==> src/rtl/prio_irq_pkg.sv <==
package prio_irq_pkg;
  localparam int NSRC  = 9;
  localparam int NLVL  = 4;
  localparam int LVLW  = $clog2(NLVL);
  localparam int VECW  = $clog2(NSRC + 1);
  localparam int NFLAG = 11;
  localparam int DATAW = 8;
  localparam int ADDRW = 3;

  typedef struct packed {
    logic            gen;
    logic [NSRC-1:0] en;
    logic [NSRC-1:0] plo;
    logic [NSRC-1:0] phi;
  } irq_cfg_t;
endpackage

==> src/rtl/prio_irq_regs.sv <==
module prio_irq_regs
  import prio_irq_pkg::*;
(
  input  logic             clk,
  input  logic             rst_n,
  input  logic             wr_en,
  input  logic [ADDRW-1:0] wr_addr,
  input  logic [DATAW-1:0] wr_data,
  output irq_cfg_t         cfg
);
  localparam int HI = NSRC - DATAW;

  irq_cfg_t cfg_q, cfg_d;

  always_comb begin
    cfg_d = cfg_q;
    if (wr_en) begin
      unique case (wr_addr)
        3'd0: cfg_d.en[DATAW-1:0]     = wr_data;
        3'd1: begin
          cfg_d.en[NSRC-1:DATAW]      = wr_data[HI-1:0];
          cfg_d.gen                   = wr_data[DATAW-1];
        end
        3'd2: cfg_d.plo[DATAW-1:0]    = wr_data;
        3'd3: cfg_d.plo[NSRC-1:DATAW] = wr_data[HI-1:0];
        3'd4: cfg_d.phi[DATAW-1:0]    = wr_data;
        3'd5: cfg_d.phi[NSRC-1:DATAW] = wr_data[HI-1:0];
        default: ;
      endcase
    end
  end

  always_ff @(posedge clk or negedge rst_n) begin
    if (!rst_n) cfg_q <= '0;
    else        cfg_q <= cfg_d;
  end

  assign cfg = cfg_q;
endmodule

==> src/rtl/prio_irq_reqmap.sv <==
module prio_irq_reqmap
  import prio_irq_pkg::*;
(
  input  logic             clk,
  input  logic             rst_n,
  input  logic [NFLAG-1:0] flag_in,
  output logic [NSRC-1:0]  req
);
  logic [NSRC-1:0] raw, req_q;

  // Poll order: ext0, t0, ext1, t1, serial, t2, cca, kbd, spi
  always_comb begin
    raw[0] = flag_in[0];
    raw[1] = flag_in[2];
    raw[2] = flag_in[1];
    raw[3] = flag_in[3];
    raw[4] = flag_in[6] | flag_in[7];
    raw[5] = flag_in[4] | flag_in[5];
    raw[6] = flag_in[10];
    raw[7] = flag_in[9];
    raw[8] = flag_in[8];
  end

  always_ff @(posedge clk or negedge rst_n) begin
    if (!rst_n) req_q <= '0;
    else        req_q <= raw;
  end

  assign req = req_q;
endmodule

==> src/rtl/prio_irq_arb.sv <==
module prio_irq_arb
  import prio_irq_pkg::*;
(
  input  logic [NSRC-1:0] req,
  input  irq_cfg_t        cfg,
  input  logic [NLVL-1:0] isr,
  output logic            cand,
  output logic [VECW-1:0] cand_vec,
  output logic [LVLW-1:0] cand_lvl
);
  logic [NSRC-1:0] elig;
  logic [NLVL-1:0] lvl_hit;
  logic [VECW-1:0] lvl_vec [NLVL];

  assign elig = req & cfg.en & {NSRC{cfg.gen}};

  for (genvar l = 0; l < NLVL; l++) begin : g_lvl
    logic [NSRC-1:0] at_lvl;
    for (genvar s = 0; s < NSRC; s++) begin : g_src
      assign at_lvl[s] = elig[s] && ({cfg.phi[s], cfg.plo[s]} == LVLW'(l));
    end
    always_comb begin
      lvl_vec[l] = '0;
      for (int s = NSRC - 1; s >= 0; s--)
        if (at_lvl[s]) lvl_vec[l] = VECW'(s);
    end
    assign lvl_hit[l] = (|at_lvl) && ((isr >> l) == '0);
  end

  always_comb begin
    cand     = 1'b0;
    cand_vec = '0;
    cand_lvl = '0;
    for (int l = 0; l < NLVL; l++) begin
      if (lvl_hit[l]) begin
        cand     = 1'b1;
        cand_vec = lvl_vec[l];
        cand_lvl = LVLW'(l);
      end
    end
  end
endmodule

==> src/rtl/prio_irq_ctrl.sv <==
module prio_irq_ctrl
  import prio_irq_pkg::*;
(
  input  logic             clk,
  input  logic             rst_n,
  input  logic             wr_en,
  input  logic [ADDRW-1:0] wr_addr,
  input  logic [DATAW-1:0] wr_data,
  input  logic [NFLAG-1:0] flag_in,
  input  logic             irq_ack,
  input  logic             irq_reti,
  output logic             irq_valid,
  output logic [VECW-1:0]  irq_vec
);
  irq_cfg_t        cfg;
  logic [NSRC-1:0] req;
  logic            cand;
  logic [VECW-1:0] cand_vec;
  logic [LVLW-1:0] cand_lvl;

  logic            valid_q, valid_d;
  logic [VECW-1:0] vec_q, vec_d;
  logic [LVLW-1:0] lvl_q, lvl_d;
  logic [NLVL-1:0] isr_q, isr_d;
  logic            load_en;

  prio_irq_regs u_regs (
    .clk(clk), .rst_n(rst_n), .wr_en(wr_en), .wr_addr(wr_addr),
    .wr_data(wr_data), .cfg(cfg)
  );

  prio_irq_reqmap u_map (
    .clk(clk), .rst_n(rst_n), .flag_in(flag_in), .req(req)
  );

  prio_irq_arb u_arb (
    .req(req), .cfg(cfg), .isr(isr_q), .cand(cand),
    .cand_vec(cand_vec), .cand_lvl(cand_lvl)
  );

  assign load_en = !valid_q && cand;

  always_comb begin
    valid_d = valid_q;
    vec_d   = vec_q;
    lvl_d   = lvl_q;
    isr_d   = isr_q;
    if (irq_reti) begin
      for (int l = 0; l < NLVL; l++)
        if (isr_q[l] && ((isr_q >> (l + 1)) == '0)) isr_d[l] = 1'b0;
    end
    if (valid_q && irq_ack) begin
      valid_d       = 1'b0;
      isr_d[lvl_q]  = 1'b1;
    end else if (load_en) begin
      valid_d = 1'b1;
      vec_d   = cand_vec;
      lvl_d   = cand_lvl;
    end
  end

  always_ff @(posedge clk or negedge rst_n) begin
    if (!rst_n) begin
      valid_q <= 1'b0;
      vec_q   <= '0;
      lvl_q   <= '0;
      isr_q   <= '0;
    end else begin
      valid_q <= valid_d;
      vec_q   <= vec_d;
      lvl_q   <= lvl_d;
      isr_q   <= isr_d;
    end
  end

  assign irq_valid = valid_q;
  assign irq_vec   = vec_q;
endmodule

==> config.mk <==
export PLATFORM = sky130hd
export DESIGN_NAME = prio_irq_ctrl
export DESIGN_NICKNAME = d
export VERILOG_FILES = /design/src/rtl/prio_irq_pkg.sv /design/src/rtl/prio_irq_regs.sv /design/src/rtl/prio_irq_reqmap.sv /design/src/rtl/prio_irq_arb.sv /design/src/rtl/prio_irq_ctrl.sv
export SDC_FILE = /design/constraint.sdc
export NUM_CORES = 1
export LEC_CHECK = 0
export BUFFER_PORTS_ARGS = -buffer_cell sky130_fd_sc_hd__buf_2
export CORE_ASPECT_RATIO = 1.2
export CORE_UTILIZATION = 45
export CTS_BUF_LIST = sky130_fd_sc_hd__clkbuf_8 sky130_fd_sc_hd__clkbuf_16
export DETAILED_ROUTE_END_ITERATION = 12
export HOLD_SLACK_MARGIN = 0.08
export PLACE_DENSITY = 0.6
export SLEW_MARGIN = 20
export SYNTH_ARGS = -nofsm -noshare
export SYNTH_HDL_FRONTEND = slang
export SYNTH_SLANG_ARGS = --single-unit
==> constraint.sdc <==
create_clock -name clk -period 2.5 [get_ports clk]
set_input_delay 0.25 -clock clk [delete_from_list [all_inputs] [get_ports clk]]
set_output_delay 0.25 -clock clk [all_outputs]
set_load 0.1 [all_outputs]
==> results.py <==
metrics = {
    "outcome": {
        "status": "complete, no violations",
    },
    "timing": {
        "tightest_pin_transition_ps": 484.0,
        "max_freq_mhz": 421.2,
        "clock-skew-final_ps": 4.562,
        "final_worst_path_period_need_ps": 2374,
        "finalCritPeriodShare_pct": 94.97,
        "rsz0062_at_grt": "false",
        "report.final.slew_viol_count": 0,
        "timing_hold_violations_final": 0,
        "max-slew-margin-rel_pct": 67.96,
        "setup-tns-final_ps": 0,
        "setup-violations-final": 0,
    },
    "layout": {
        "num_antenna_cells": 0,
        "layout-area-overhead-vs-synth_pct": 23.08,
        "n_fill_cell": 522,
        "fin_nets": 351,
        "post_route_cells_drive_above_1_share_pct": 33.85,
        "multi_input_comb_area_um2": 1413,
        "final_non_filler_cell_total": 405,
        "postLayoutCoreUtil_pct": 57.89,
        "seqCellArea_um2": 1202,
    },
    "setup_path": {
        "critPathArrivalTime_ps": 2570,
        "critical_path_depth": 8,
        "cp_top_family": "compound AO/OA/AOI/OAI gates",
        "timing.reg2reg.worst_path_depth": 8,
        "reg2reg_from": "u_regs.cfg[27]",
        "worst-r2r-setup-slack_ps": 130,
        "start_kind": "flop",
        "cp.required_ps": 2690,
        "crit_slowest_cell": "o41a_1",
        "setup.worst_path.class": "reg2reg",
        "crit_buf_inv": 2,
        "crit_path_max_fanout": 13,
        "path_common_cell": "buf_4",
        "critical_path.endpoint_type": "flop",
        "cp_cell_sequence": "buf_4 > nand4b_2 > o22ai_1 > nor4_4 > a21oi_2 > o41a_1 > buf_4 > a31o_2",
        "reg2reg_to": "irq_vec[0]",
        "timing.critical_path.slowest_cell_delay_ps": 490,
    },
    "synthesis": {
        "post_synth_and_or_nand_nor_area_fraction_pct": 22.10,
        "share_of_the_synthesized_area_in_compound_gates_ao_oa_aoi_oai_pct": 20.14,
        "prevailing_post_synth_register_cell": "dfrtp_1",
        "muxShareOfSynthArea_pct": 9.790,
        "post_synth_xor_area_fraction_pct": 0,
        "synth-edff-count": 0,
        "async_flop_share_pct": 100.0,
        "synth_fp_nets": 283,
        "synth_top_area_share_pct": 44.76,
        "yosys-top-cells-area": "dfrtp_1 45%, mux2_2 9.2%, nand2_1 3.5%",
        "ys_seq_elements": 48,
        "synth_cell_types": 56,
        "synth.largest_area_cell": "dfrtp_1",
        "synth_warnings": 0,
        "ys_seq_area_share_pct": 44.76,
        "synthCells": 256,
        "synth_top_family_by_area": "simple AND/OR/NAND/NOR gates",
        "post_synth_adder_cell_area_pct": 0,
        "syn-mean-instance-area_um2": 10.48,
        "synthesis.area_um2": 2684,
    },
    "die": {
        "core_area_um2": 5705,
        "die_area_um2": 6279,
        "die_w_um": 72.50,
        "rows": 30,
        "io_pins": 32,
        "die_height_um": 86.60,
        "initial_core_util_pct": 47.04,
    },
    "drt": {
        "wire_per_inst_um": 15.75,
        "drt_iter0_drc": 142,
        "routed_wirelength_um": 6379,
        "route.detailed.vias_per_inst": 5.590,
        "num_vias": 2264,
        "post-route-drc-count": 0,
        "drt_pass1_iterations": 4,
        "antenna_violating_nets_post_route": 0,
    },
    "clock_tree": {
        "clock_tree.htree_level_count": 2,
        "clock_latency_of_the_later_clocked_register_in_the_worst_skew_pair_ps": 300,
        "clock_sinks": 48,
        "cts_inserted_buffers": 5,
        "ctsRootBufferMaster": "clkbuf_8",
        "cts_tree": "yes",
        "cts.clk_slew.worst_paths_ps": 90,
        "clock_tree.buffer_depth": 2,
    },
    "placed_design": {
        "portBuffers": 31,
        "place_inst": 386,
        "routabilityCongestion": 0.8251,
        "estimated_wirelength_of_the_detail_placed_design_um": 4852,
    },
    "power": {
        "power_density_nw_per_um2": 921.2,
        "cellInternalPower_mw": 1.817,
        "vdd_ir_drop_max_mv": 0.3998,
        "switching_share_pct": 40.29,
        "leakage_nw": 1.445,
        "power_mw": 3.043,
        "power_frac_comb_pct": 43.9,
        "seqPwrFrac_pct": 37.9,
        "power.switching_mw": 1.226,
        "power.share.clock_pct": 18.3,
    },
    "grt": {
        "via_count_of_the_first_global_routing_pass": 2162,
        "grt_util_all_layers_pct": 21.55,
        "global_route_total_overflow": 0,
        "maximum_number_of_pins_on_one_net_before_global_route_repair": 35,
        "antenna_found_initial": 0,
        "grt_first_pass_wirelength_um": 10380,
    },
    "run": {
        "maxCapViolations": 0,
    },
    "min_path": {
        "whs_path_depth": 2,
        "timing.hold.worst.start": "flag_in[6]",
        "min_path_type": "in2reg",
        "holdPathEnd": "u_map.req[4]",
    },
}
[area by class of cell]
cell class / count / area share, %
clock inverters: 3 / 1.288
clock buffers: 5 / 2.083
multi-input cells: 191 / 42.76
flip-flops and latches: 48 / 36.40
repair buffers: 65 / 12.95
well taps: 80 / 3.030
inverters: 13 / 1.477
[metrics by stage]
stage	cell area (µm²)	hold WS, ps	worst slack, ps
3_5_place_dp	3074	169.3	63.43
3_3_place_gp	3074	169.8	93.07
2_1_floorplan	2684	-45.59	262.8
5_1_grt	3303	124.8	22.68
4_1_cts	3267	123.8	72.96
6_report	3303	130.2	125.8
[power groups by stage]
stage	clock network, mW	registers (mW)	logic (mW)
finish	0.556	1.15	1.33
global route	0.605	1.18	1.45
CTS	0.573	1.16	1.29
floorplan	0	1.37	0.721
global placement	0	1.17	1.27
detailed placement	0	1.17	1.27
[kinds of logic (layout without fill, tap and decap cells)]
kind of cell	Yosys count	after routing
and+or+nand+nor	96	96
AOI/OAI and AO/OA	72	72
DFF	48	48
muxes	23	23
buffers and inverters	17	86
[flip-flops by register name, summed over array words and instances (netlist names)]
signal	cells
u_regs.cfg	28
u_map.req	9
irq_vec	4
isr_q	4
lvl_q	2
irq_valid	1
[routing by layer]
metal	vias up	track usage [%]	wire, µm
met5	-	0	0
li1	1128	-	-
met1	1077	28.15	2936
met3	9	3.256	187
met2	50	36.02	3148
met4	0	7.843	106
[how the worst max path moves through the flow]
stage,from,endpoint,slack (ps)
floorplan,u_regs.cfg[27],irq_vec[2],260
global placement,u_regs.cfg[27],irq_valid,90
detailed placement,u_regs.cfg[27],irq_valid,60
CTS,u_regs.cfg[27],irq_valid,70
global route,u_regs.cfg[27],irq_vec[3],20
finish,u_regs.cfg[27],irq_vec[0],130
[Yosys cell counts, types with 3 or more instances]
cell type / number
a21oi_1: 5
a22oi_1: 3
a31oi_1: 5
and2_1: 3
and4_1: 3
and4b_1: 4
buf_6: 3
dfrtp_1: 48
inv_1: 13
mux2_2: 22
nand2_1: 25
nand3_1: 7
nand4_1: 3
nand4b_1: 4
nand4b_2: 3
nor2_1: 15
nor2b_1: 6
nor3_1: 5
o211ai_1: 5
o21ai_0: 14
o22ai_1: 9
o31ai_1: 3
or2_2: 3
or3_1: 3
[layout by cell type (no fill, tap or decap), types with 3 or more instances in the layout]
cell type      netlist  final
buf_2                0     31
and2_1               3      3
o21ai_0             14     14
a22oi_1              3      3
o31ai_1              3      3
nand4b_2             3      3
mux2_2              22     22
a21oi_1              5      5
nor2b_1              6      5
or2_2                3      3
a31oi_1              5      5
o211ai_1             5      5
nand2_1             25     25
dlygate4sd3_1        0      8
dfrtp_1             48     47
nand3_1              7      7
clkbuf_8             0      5
nand4b_1             4      4
o22ai_1              9      9
and4_1               3      3
nor2_1              15     15
or3_1                3      3
buf_4                0     25
inv_1               13     13
nand4_1              3      3
and4b_1              4      4
nor3_1               5      5
[timing repair]
item / CTS / global route
resized for setup: 1 / 3
buffers inserted: 0 / 3
pin swaps: 0 / 2
hold buffers: 8 / 0
hold endpoints to repair: 21 / 0
endpoints found under the setup margin: 1 / 5
Note: power is estimated with default switching activity, not from simulation.
